===== src/rtl/rec_pkg.sv =====
package rec_pkg;
   typedef enum logic [1:0] {
      SEV_COR      = 2'd0,
      SEV_NONFATAL = 2'd1,
      SEV_FATAL    = 2'd2,
      SEV_NONE     = 2'd3
   } sev_e;

   // Status bit positions (decoded by software)
   localparam int ST_COR   = 0;
   localparam int ST_MCOR  = 1;
   localparam int ST_UNC   = 2;
   localparam int ST_MUNC  = 3;
   localparam int ST_FFAT  = 4;
   localparam int ST_NF    = 5;
   localparam int ST_FAT   = 6;
   localparam int ST_BITS  = 7;
   localparam int CMD_BITS = 3;

   function automatic logic enabled_rcv(input logic [CMD_BITS-1:0] cmd,
                                        input logic [ST_BITS-1:0] st);
      return |(cmd & {st[ST_FAT], st[ST_NF], st[ST_COR]});
   endfunction
endpackage


===== src/rtl/rec_status.sv =====
module rec_status import rec_pkg::*; #(
   parameter int SRC_W = 16
) (
   input  logic               clk,
   input  logic               rst_n,
   input  logic               msg_valid,
   input  sev_e               msg_sev,
   input  logic [SRC_W-1:0]   msg_src,
   input  logic [ST_BITS-1:0] clr,
   output logic [ST_BITS-1:0] st,
   output logic [ST_BITS-1:0] st_nxt,
   output logic [SRC_W-1:0]   src_cor,
   output logic [SRC_W-1:0]   src_unc
);
   logic [ST_BITS-1:0] set_bits;
   logic               cap_cor;
   logic               cap_unc;

   always_comb begin
      set_bits = '0;
      cap_cor  = 1'b0;
      cap_unc  = 1'b0;
      if (msg_valid) begin
         case (msg_sev)
            SEV_COR: begin
               if (st[ST_COR]) set_bits[ST_MCOR] = 1'b1;
               else            cap_cor = 1'b1;
               set_bits[ST_COR] = 1'b1;
            end
            SEV_NONFATAL, SEV_FATAL: begin
               if (st[ST_UNC]) set_bits[ST_MUNC] = 1'b1;
               else            cap_unc = 1'b1;
               set_bits[ST_UNC] = 1'b1;
               if (msg_sev == SEV_FATAL) begin
                  if (!st[ST_UNC]) set_bits[ST_FFAT] = 1'b1;
                  set_bits[ST_FAT] = 1'b1;
               end else begin
                  set_bits[ST_NF] = 1'b1;
               end
            end
            default: ;
         endcase
      end
      st_nxt = (st & ~clr) | set_bits;
   end

   always_ff @(posedge clk) begin
      if (!rst_n) begin
         st      <= '0;
         src_cor <= '0;
         src_unc <= '0;
      end else begin
         st <= st_nxt;
         if (cap_cor) src_cor <= msg_src;
         if (cap_unc) src_unc <= msg_src;
      end
   end

   // a repeat correctable marks multiple and keeps the first source
   p_multi_cor_r1: assert property (@(posedge clk) disable iff (!rst_n)
      (msg_valid && msg_sev == SEV_COR && st[ST_COR])
      |=> (st[ST_MCOR] && $stable(src_cor)));

   // fatal after an earlier uncorrectable leaves first-fatal alone
   p_first_fatal_r2: assert property (@(posedge clk) disable iff (!rst_n)
      (msg_valid && msg_sev == SEV_FATAL && st[ST_UNC] && !clr[ST_FFAT])
      |=> (st[ST_FFAT] == $past(st[ST_FFAT])));

   // a repeat uncorrectable marks multiple and keeps the first source
   p_multi_unc_r3: assert property (@(posedge clk) disable iff (!rst_n)
      (msg_valid && (msg_sev == SEV_NONFATAL || msg_sev == SEV_FATAL) && st[ST_UNC])
      |=> (st[ST_MUNC] && $stable(src_unc)));

   // a message wins over a same-cycle clear of its received bit
   p_set_wins_r9: assert property (@(posedge clk) disable iff (!rst_n)
      (msg_valid && msg_sev == SEV_COR && clr[ST_COR]) |=> st[ST_COR]);

   // the unused severity code changes nothing
   p_ignored_sev_r10: assert property (@(posedge clk) disable iff (!rst_n)
      (msg_valid && msg_sev == SEV_NONE && clr == '0)
      |=> ($stable(st) && $stable(src_cor) && $stable(src_unc)));
endmodule


===== src/rtl/rec_irq.sv =====
module rec_irq import rec_pkg::*; #(
   parameter int VEC_W    = 5,
   parameter bit INTX_REG = 1'b0
) (
   input  logic                clk,
   input  logic                rst_n,
   input  logic                msg_mode,
   input  logic [CMD_BITS-1:0] cmd,
   input  logic [CMD_BITS-1:0] cmd_nxt,
   input  logic [ST_BITS-1:0]  st,
   input  logic [ST_BITS-1:0]  st_nxt,
   input  logic                vec_load,
   input  logic [VEC_W-1:0]    vec_in,
   output logic                intx_level,
   output logic                msi_pulse,
   output logic [VEC_W-1:0]    vec
);
   logic en_cur;
   logic en_nxt;

   assign en_cur = enabled_rcv(cmd, st);
   assign en_nxt = enabled_rcv(cmd_nxt, st_nxt);

   always_ff @(posedge clk) begin
      if (!rst_n) begin
         msi_pulse <= 1'b0;
         vec       <= '0;
      end else begin
         msi_pulse <= msg_mode & ~en_cur & en_nxt;
         if (vec_load) vec <= vec_in;
      end
   end

   generate
      if (INTX_REG) begin : g_intx_reg
         always_ff @(posedge clk) begin
            if (!rst_n) intx_level <= 1'b0;
            else        intx_level <= ~msg_mode & en_nxt;
         end
      end else begin : g_intx_comb
         assign intx_level = ~msg_mode & en_cur;
      end
   endgenerate

   // a pulse only follows an edge taken in message mode
   p_pulse_mode_r5: assert property (@(posedge clk) disable iff (!rst_n)
      msi_pulse |-> $past(msg_mode));

   // the pulse is a single cycle
   p_pulse_once_r6: assert property (@(posedge clk) disable iff (!rst_n)
      msi_pulse |=> !msi_pulse);

   // the message number moves only on the side load
   p_vec_ro_r8: assert property (@(posedge clk) disable iff (!rst_n)
      !vec_load |=> $stable(vec));
endmodule


===== src/rtl/root_err_collector.sv =====
module root_err_collector import rec_pkg::*; #(
   parameter int SRC_W    = 16,
   parameter int VEC_W    = 5,
   parameter int DATA_W   = 32,
   parameter bit INTX_REG = 1'b0
) (
   input  logic              clk,
   input  logic              rst_n,
   input  logic              msg_valid,
   input  logic [1:0]        msg_sev,
   input  logic [SRC_W-1:0]  msg_src,
   input  logic              msg_mode,
   input  logic              vec_load,
   input  logic [VEC_W-1:0]  vec_in,
   input  logic              reg_wr,
   input  logic [1:0]        reg_addr,
   input  logic [DATA_W-1:0] reg_wdata,
   output logic [DATA_W-1:0] reg_rdata,
   output logic              intx_level,
   output logic              msi_pulse,
   output logic [VEC_W-1:0]  msi_vector
);
   localparam logic [1:0] A_CMD = 2'd0;
   localparam logic [1:0] A_ST  = 2'd1;
   localparam logic [1:0] A_SRC = 2'd2;

   generate
      if (DATA_W < 2 * SRC_W) begin : g_bad_src
         $error("DATA_W must hold both source fields");
      end
      if (DATA_W < ST_BITS + VEC_W) begin : g_bad_vec
         $error("DATA_W must hold status flags and message number");
      end
      if (VEC_W < 1) begin : g_bad_vw
         $error("VEC_W must be at least 1");
      end
   endgenerate

   logic [CMD_BITS-1:0] cmd;
   logic [CMD_BITS-1:0] cmd_nxt;
   logic [ST_BITS-1:0]  st;
   logic [ST_BITS-1:0]  st_nxt;
   logic [ST_BITS-1:0]  clr;
   logic [SRC_W-1:0]    src_cor;
   logic [SRC_W-1:0]    src_unc;
   logic [VEC_W-1:0]    vec;
   logic                unused_wbits;

   assign unused_wbits = ^reg_wdata[DATA_W-1:ST_BITS];
   assign clr     = (reg_wr && reg_addr == A_ST) ? reg_wdata[ST_BITS-1:0] : '0;
   assign cmd_nxt = (reg_wr && reg_addr == A_CMD) ? reg_wdata[CMD_BITS-1:0] : cmd;

   always_ff @(posedge clk) begin
      if (!rst_n) cmd <= '0;
      else        cmd <= cmd_nxt;
   end

   rec_status #(.SRC_W(SRC_W)) i_status (
      .clk      (clk),
      .rst_n    (rst_n),
      .msg_valid(msg_valid),
      .msg_sev  (sev_e'(msg_sev)),
      .msg_src  (msg_src),
      .clr      (clr),
      .st       (st),
      .st_nxt   (st_nxt),
      .src_cor  (src_cor),
      .src_unc  (src_unc)
   );

   rec_irq #(.VEC_W(VEC_W), .INTX_REG(INTX_REG)) i_irq (
      .clk       (clk),
      .rst_n     (rst_n),
      .msg_mode  (msg_mode),
      .cmd       (cmd),
      .cmd_nxt   (cmd_nxt),
      .st        (st),
      .st_nxt    (st_nxt),
      .vec_load  (vec_load),
      .vec_in    (vec_in),
      .intx_level(intx_level),
      .msi_pulse (msi_pulse),
      .vec       (vec)
   );

   assign msi_vector = vec;

   always_comb begin
      reg_rdata = '0;
      case (reg_addr)
         A_CMD: reg_rdata[CMD_BITS-1:0] = cmd;
         A_ST: begin
            reg_rdata[ST_BITS-1:0]       = st;
            reg_rdata[DATA_W-1 -: VEC_W] = vec;
         end
         A_SRC: begin
            reg_rdata[SRC_W-1:0]       = src_cor;
            reg_rdata[2*SRC_W-1:SRC_W] = src_unc;
         end
         default: ;
      endcase
   end

   // the command register holds unless written at its address
   p_cmd_hold_r4: assert property (@(posedge clk) disable iff (!rst_n)
      !(reg_wr && reg_addr == A_CMD) |=> $stable(cmd));

   // after reset nothing is pending
   p_reset_idle_r11: assert property (@(posedge clk)
      !rst_n |=> (cmd == '0 && st == '0 && !msi_pulse));
endmodule


===== config.mk =====
export PLATFORM = sky130hd
export DESIGN_NAME = root_err_collector
export DESIGN_NICKNAME = d
export VERILOG_FILES = /design/src/rtl/rec_pkg.sv /design/src/rtl/rec_status.sv /design/src/rtl/rec_irq.sv /design/src/rtl/root_err_collector.sv
export SDC_FILE = /design/constraint.sdc
export NUM_CORES = 1
export LEC_CHECK = 0
export BUFFER_PORTS_ARGS = -buffer_cell sky130_fd_sc_hd__buf_2
export CAP_MARGIN = 40
export CORE_MARGIN = 2
export CORE_UTILIZATION = 50
export DETAILED_ROUTE_END_ITERATION = 10
export PLACE_DENSITY = 0.94
export SKIP_LAST_GASP = 1
export SYNTH_ARGS = -nofsm -noshare
export SYNTH_HDL_FRONTEND = slang
export SYNTH_SLANG_ARGS = --single-unit
export TNS_END_PERCENT = 1

===== constraint.sdc =====
create_clock -name clk -period 3.8 [get_ports clk]
set_input_delay 0.57 -clock clk [delete_from_list [all_inputs] [get_ports clk]]
set_output_delay 0.57 -clock clk [all_outputs]
set_load 0.05 [all_outputs]

==> out/results.ini, run 1 <==
[outcome]
status = finished clean

[sta]
tightestPinTransition_ns = 0.6769
hold_viol = 0
setup_viol = 0
grt_setup_unrepaired = false
slew_headroom = 0.5488
timing.fmax_ghz = 0.3765
fin_skew_ns = 0.005122
finalCritPeriodShare = 0.6990
fin_crit_ns = 2.656
finalSetupTns_ns = 0
slew_viol_final = 0

[critical_path]
cp-end-kind = output port
path_delay_family = buffers and inverters
crit_buf_inv = 4
critical_path_required_ns = 3.23
crit_path_start_kind = input port
crit_top_cell = buf_2
crit_chain = buf_2 -> inv_1 -> ha_1 -> buf_4 -> a22oi_1 -> nor2b_1 -> buf_2
slowest_delay_ns = 0.47
r2r-start = i_status.st[0]
path_max_fanout = 17
r2r_setup_slack_ns = 2.44
r2r-end = i_status.src_cor[3]
cpMaxStageDelayCell = ha_1
cp_data_arrival_time_ns = 2.09
r2r_cells = 3
crit_type = in -> out

[die]
die_width_um = 71.45
die_area_sq_um = 5105
die_y_um = 71.45
row_count = 24
io_pins = 102
start_util = 0.5224
coreArea_sq_um = 4354

[grt]
grt_util_met2 = 0.3807
gr-usage-met1 = 0.2587
grt_pass1_vias = 2026
grt_start_max_net_pins = 49
grt-ovfl-total = 0
top_usage_layer = met2
grt_usage = 0.2181
grt_pass1_wl_um = 8866
met3_usage = 0.04641
antenna_found_initial = 0

[hold_path]
whs_path_depth = 2
worstHoldEndpoint = i_status.src_unc[7]
min_from = i_status.src_unc[7]
min_path_type = reg -> reg

[placement]
numPortBuffers = 76
place_area_sq_um = 2630
place_inst = 379
hpwl_um = 3933
routabilityCongestion = 0.8925

[layout]
fin_cells = 386
final_common_cell = buf_2
fillers = 411
syn_to_final_growth_pct = 19.86
final_cell_mix = 76 x buf_2, 68 x nand2_1, 48 x dfxtp_1, 22 x nor2b_1, 21 x and2_1
drive_gt1_frac = 0.2635
nets = 404
final_area_sq_um = 2726
insertedDiodeCount = 0

[flow_run]
drv_cap = 0

[synth]
syn_avg_cell_area_sq_um = 8.488
netlist_area_sq_um = 2275
ys_seq_area_frac = 0.4224
synth_edf_count = 0
synthCells = 268
synth_seq_cells = 48
ys.flop_type = dfxtp_1
syn_nets = 338
async_flop_share = 0
ys_types = 25
yosysWarnings = 0

[power]
power.leakage_uw = 0.001230
power_uw = 1024
powerDensity_nw_per_um2 = 375.5
ir_drop_mv = 0.2081

[clock_network]
clock_latency_ns = 0.29
cts_buffers = 5
cts.reportedPaths.clkPinSlew_ns = 0.08
ctsResizeCount = 0
htree_levels = 2
cts_tree = done
postCtsHoldBufs = 0
cts_sinks = 48
postCtsSetupRepairBufs = 0
cts-root-buf = clkbuf_8
cts_max_path_buffers = 2

[drt]
initialDrtViolationCount = 139
route.detailed.drc = 0
vias = 2048
via_per_inst = 5.306
finalWirelength_um = 5301
dr.pass1.iters = 4
ant_nets = 0
wl_per_cell_um = 13.73

## synthesized netlist by cell type (4+ instances only)
cell type / instances / share of area
nand2_1: 68 / 0.11
dfxtp_1: 48 / 0.42
nor2b_1: 22 / 0.061
and2_1: 21 / 0.058
a21boi_1: 20 / 0.066
a21boi_0: 15 / 0.050
a22oi_1: 10 / 0.033
clkbuf_1: 8 / 0.013
mux2i_1: 8 / 0.035
ha_1: 7 / 0.039
nand3_1: 7 / 0.015
nor2_1: 5 / 0.0083
a222oi_1: 4 / 0.018
inv_1: 4 / 0.0066
## cell type report
type                            count  area, sq um  share of cell area
Tap cell                           52        65.06             0.02386
Clock buffer                        7        96.34             0.03534
Inverter                            4        15.01            0.005507
Sequential cell                    48        960.9              0.3525
Timing Repair Buffer               77        387.9              0.1423
Multi-Input combinational cell    198         1201              0.4406
## worst max-delay path by stage
stage / from / to / slack [ns] / cells after the start
after global routing: reg_addr[0] / reg_rdata[29] / 0.97 / 7
after CTS: reg_addr[0] / reg_rdata[30] / 1.11 / 7
after floorplan: reg_addr[1] / reg_rdata[27] / 1.21 / 6
after global placement: reg_addr[0] / reg_rdata[31] / 1.18 / 7
final: reg_addr[0] / reg_rdata[29] / 1.14 / 7
after detailed placement: reg_addr[0] / reg_rdata[30] / 1.12 / 7
## worst register-to-register path: cells and delay by family, from the launching register on
kind	cells	cell delay (ns)
and+or+nand+nor	2	0.65
AOI/OAI and AO/OA	1	0.20
DFF	1	0.44
## metrics by stage
step,hold WS [ns],setup slack (ns),util
6_report,0.4492,1.144,0.6261
4_1_cts,0.4519,1.106,0.6261
3_3_place_gp,0.4353,1.177,0.6040
5_1_grt,0.4756,0.9676,0.6261
3_5_place_dp,0.4405,1.116,0.6040
2_1_floorplan,0.4305,1.213,-
## metal layers
layer  wire length [um]  up-vias  share of wire
met1               2279      956           0.43
met4                 36        0         0.0068
met3                302        4          0.057
met2               2683       69           0.51
li1                   -     1019              -
met5                  0        -              0
## cell families after synthesis
family                   after synthesis  share of synthesized area
AO/OA/AOI/OAI                         54                     0.1837
flip-flops                            48                     0.4224
AND/OR/NAND/NOR                      129                     0.2706
buffers and inverters                 22                    0.04950
adder cells (fa/ha/maj)                7                    0.03850
multiplexers                           8                    0.03520
## report_power, final
part / internal (uW) / switching [uW] / leakage [uW]
registers: 526 / 14.8 / 0.000392
logic: 57.5 / 104 / 0.000788
clock network: 162 / 160 / 0.0000503
## flip-flops by register name (all words and copies together) (netlist names)
name / count
i_irq.vec: 5
i_status.src_unc: 16
i_status.src_cor: 16
i_status.st: 7
cmd: 3
i_irq.msi_pulse: 1
Note: power is estimated with default switching activity, not from simulation.
==> run 2, diff against run 1 <==
CORE_UTILIZATION = 42   (was 50)
PLACE_DENSITY = 0.85   (was 0.94)
clock period = 2.3 ns   (was 3.8 ns; I/O delays follow)
==> out/results.ini, run 2 (synthesis gave the netlist of run 1 again) <==
[critical_path]
path_max_fanout = 10  ; -7
path_delay_family = buffers and inverters
crit_buf_inv = 4  ; unchanged
crit_path_start_kind = input port
crit_type = in -> out
crit_chain = buf_2 -> inv_1 -> ha_1 -> buf_4 -> a22oi_1 -> nor2b_1 -> buf_2
critical_path_required_ns = 1.96  ; -1.27 ns
cp_data_arrival_time_ns = 1.69  ; -0.40 ns
cp-end-kind = output port
cpMaxStageDelayCell = ha_1
slowest_delay_ns = 0.38  ; -0.09 ns
crit_top_cell = buf_2
r2r_cells = 3  ; unchanged
critical_path_cell_count = 7  ; unchanged

[drt]
wl_per_cell_um = 12.75  ; -7.1%
via_per_inst = 4.995  ; -5.9%
ant_nets = 0  ; unchanged
vias = 2038  ; -0.49%
initialDrtViolationCount = 69  ; -50%
finalWirelength_um = 5204  ; -1.8%
route.detailed.drc = 0  ; unchanged
dr.pass1.iters = 4  ; unchanged

[sta]
finalSetupTns_ns = 0  ; unchanged
hold_viol = 0  ; unchanged
grt_setup_unrepaired = false
fin_skew_ns = 0.005736  ; +0.0006147 ns
setup_viol = 0  ; unchanged
timing.fmax_ghz = 0.4920
slew_viol_final = 0  ; unchanged
tightestPinTransition_ns = 0.6707  ; -0.006173 ns
fin_crit_ns = 2.033
finalCritPeriodShare = 0.8837
whs_ns = 0.2921  ; -0.1571 ns
slew_headroom = 0.5529  ; +0.004115

[clock_network]
cts-root-buf = clkbuf_8
cts_buffers = 5  ; unchanged
htree_levels = 2  ; unchanged
postCtsHoldBufs = 0  ; unchanged
cts_max_path_buffers = 2  ; unchanged
clock_latency_ns = 0.29  ; about the same
ctsResizeCount = 0  ; unchanged
cts_sinks = 48  ; unchanged
cts_tree = done
cts.reportedPaths.clkPinSlew_ns = 0.08  ; about the same
postCtsSetupRepairBufs = 0  ; unchanged

[layout]
fillers = 495  ; +20%
postLayoutCoreUtil = 0.5353  ; -0.09083
nets = 407  ; +0.74%
fin_cells = 408  ; +5.7%
final_cell_mix = 76 x buf_2, 68 x nand2_1, 48 x dfxtp_1, 22 x nor2b_1, 21 x and2_1
final_common_cell = buf_2
multi_input_area_sq_um = 1201  ; unchanged
syn_to_final_growth_pct = 21.73
reg_top3 = i_status.src_cor x16, i_status.src_unc x16, i_status.st x7
drive_gt1_frac = 0.2692  ; +0.005758
ff_latch_area_sq_um = 960.9  ; unchanged
insertedDiodeCount = 0  ; unchanged
final_area_sq_um = 2769  ; +1.6%

[power]
sw_frac_of_total = 0.2751  ; +0.003547
seq_power_share = 0.534  ; +0.006
cell_internal_pwr_uw = 1212  ; +62%
powerDensity_nw_per_um2 = 603.7  ; +61%
pwr-share-comb = 0.161  ; +0.004
ir_drop_mv = 0.3046  ; +46%
p_clk_frac = 0.305  ; -0.009
power.leakage_uw = 0.001240  ; +0.79%
p_switching_uw = 459.8  ; +65%

[placement]
place_area_sq_um = 2675  ; +1.7%
place_inst = 400  ; +5.5%
hpwl_um = 3807  ; -3.2%
numPortBuffers = 76  ; unchanged
routabilityCongestion = 0.8087  ; -9.4%

[hold_path]
min_path_type = in -> reg
whs_path_depth = 3  ; +1

[grt]
grt_pass1_vias = 1979  ; -2.3%
grt_pass1_wl_um = 8873  ; about the same
grt_start_max_net_pins = 49  ; unchanged
antenna_found_initial = 0  ; unchanged
grt-ovfl-total = 0  ; unchanged
grt_usage = 0.1804  ; -0.03772

[die]
coreArea_sq_um = 5172  ; +19%
die_y_um = 77.59  ; +8.6%
io_pins = 102  ; unchanged
die_width_um = 77.59  ; +8.6%
die_area_sq_um = 6020  ; +18%
start_util = 0.4398  ; -0.08265
row_count = 26  ; +8.3%

[outcome]
status = finished clean

[flow_run]
drv_cap = 0  ; unchanged

## run 2: metal layers
layer  wire (um)  part of all wire  track usage  up-vias
li1            -                 -            -     1028
met1        2386              0.46       0.2278      944
met2        2485              0.48       0.3060       62
met3         281             0.054      0.04302        4
met4          50            0.0096      0.05000        0
met5           0                 0            0        -
## run 2: per-stage QoR
step           total power [uW]  setup WS, ns
2_1_floorplan              1098        0.1634
3_3_place_gp               1176        0.3274
3_5_place_dp               1184        0.3036
4_1_cts                    1692        0.2917
5_1_grt                    1759        0.1830
6_report                   1672        0.2675
## run 2: power groups by stage
| stage | clock, uW | sequential, uW | combinational, uW |
|---|---|---|---|
| 6_report | 509 | 893 | 269 |
| 5_1_grt | 564 | 899 | 296 |
| 4_1_cts | 527 | 893 | 271 |
| 3_5_place_dp | 0 | 913 | 271 |
| 3_3_place_gp | 0 | 911 | 265 |
| 2_1_floorplan | 0 | 925 | 173 |
## run 2: worst reg2reg max path, cell delays in order, from the launching register on
cell      delay, ns
dfxtp_1        0.46
or2_1          0.52
nand2_1        0.10
a21boi_0       0.18
## run 2: final cells by class
| cell class | count | area share |
|---|---|---|
| flip-flops and latches | 48 | 0.3470 |
| multi-input cells | 198 | 0.4338 |
| inverters | 4 | 0.005422 |
| well taps | 70 | 0.03163 |
| repair buffers | 80 | 0.1482 |
| clock buffers | 7 | 0.03118 |
| clock inverters | 1 | 0.002711 |
## run 2: path summary, 6_finish.rpt
check / start / to / slack (ns)
worst max-delay path: reg_addr[1] / reg_rdata[5] / 0.27
worst min-delay path: msg_src[7] / i_status.src_cor[7] / 0.29
worst min register to register: i_status.src_unc[10] / i_status.src_unc[10] / 0.45
worst max register to register: i_status.st[0] / i_status.src_cor[3] / 0.96
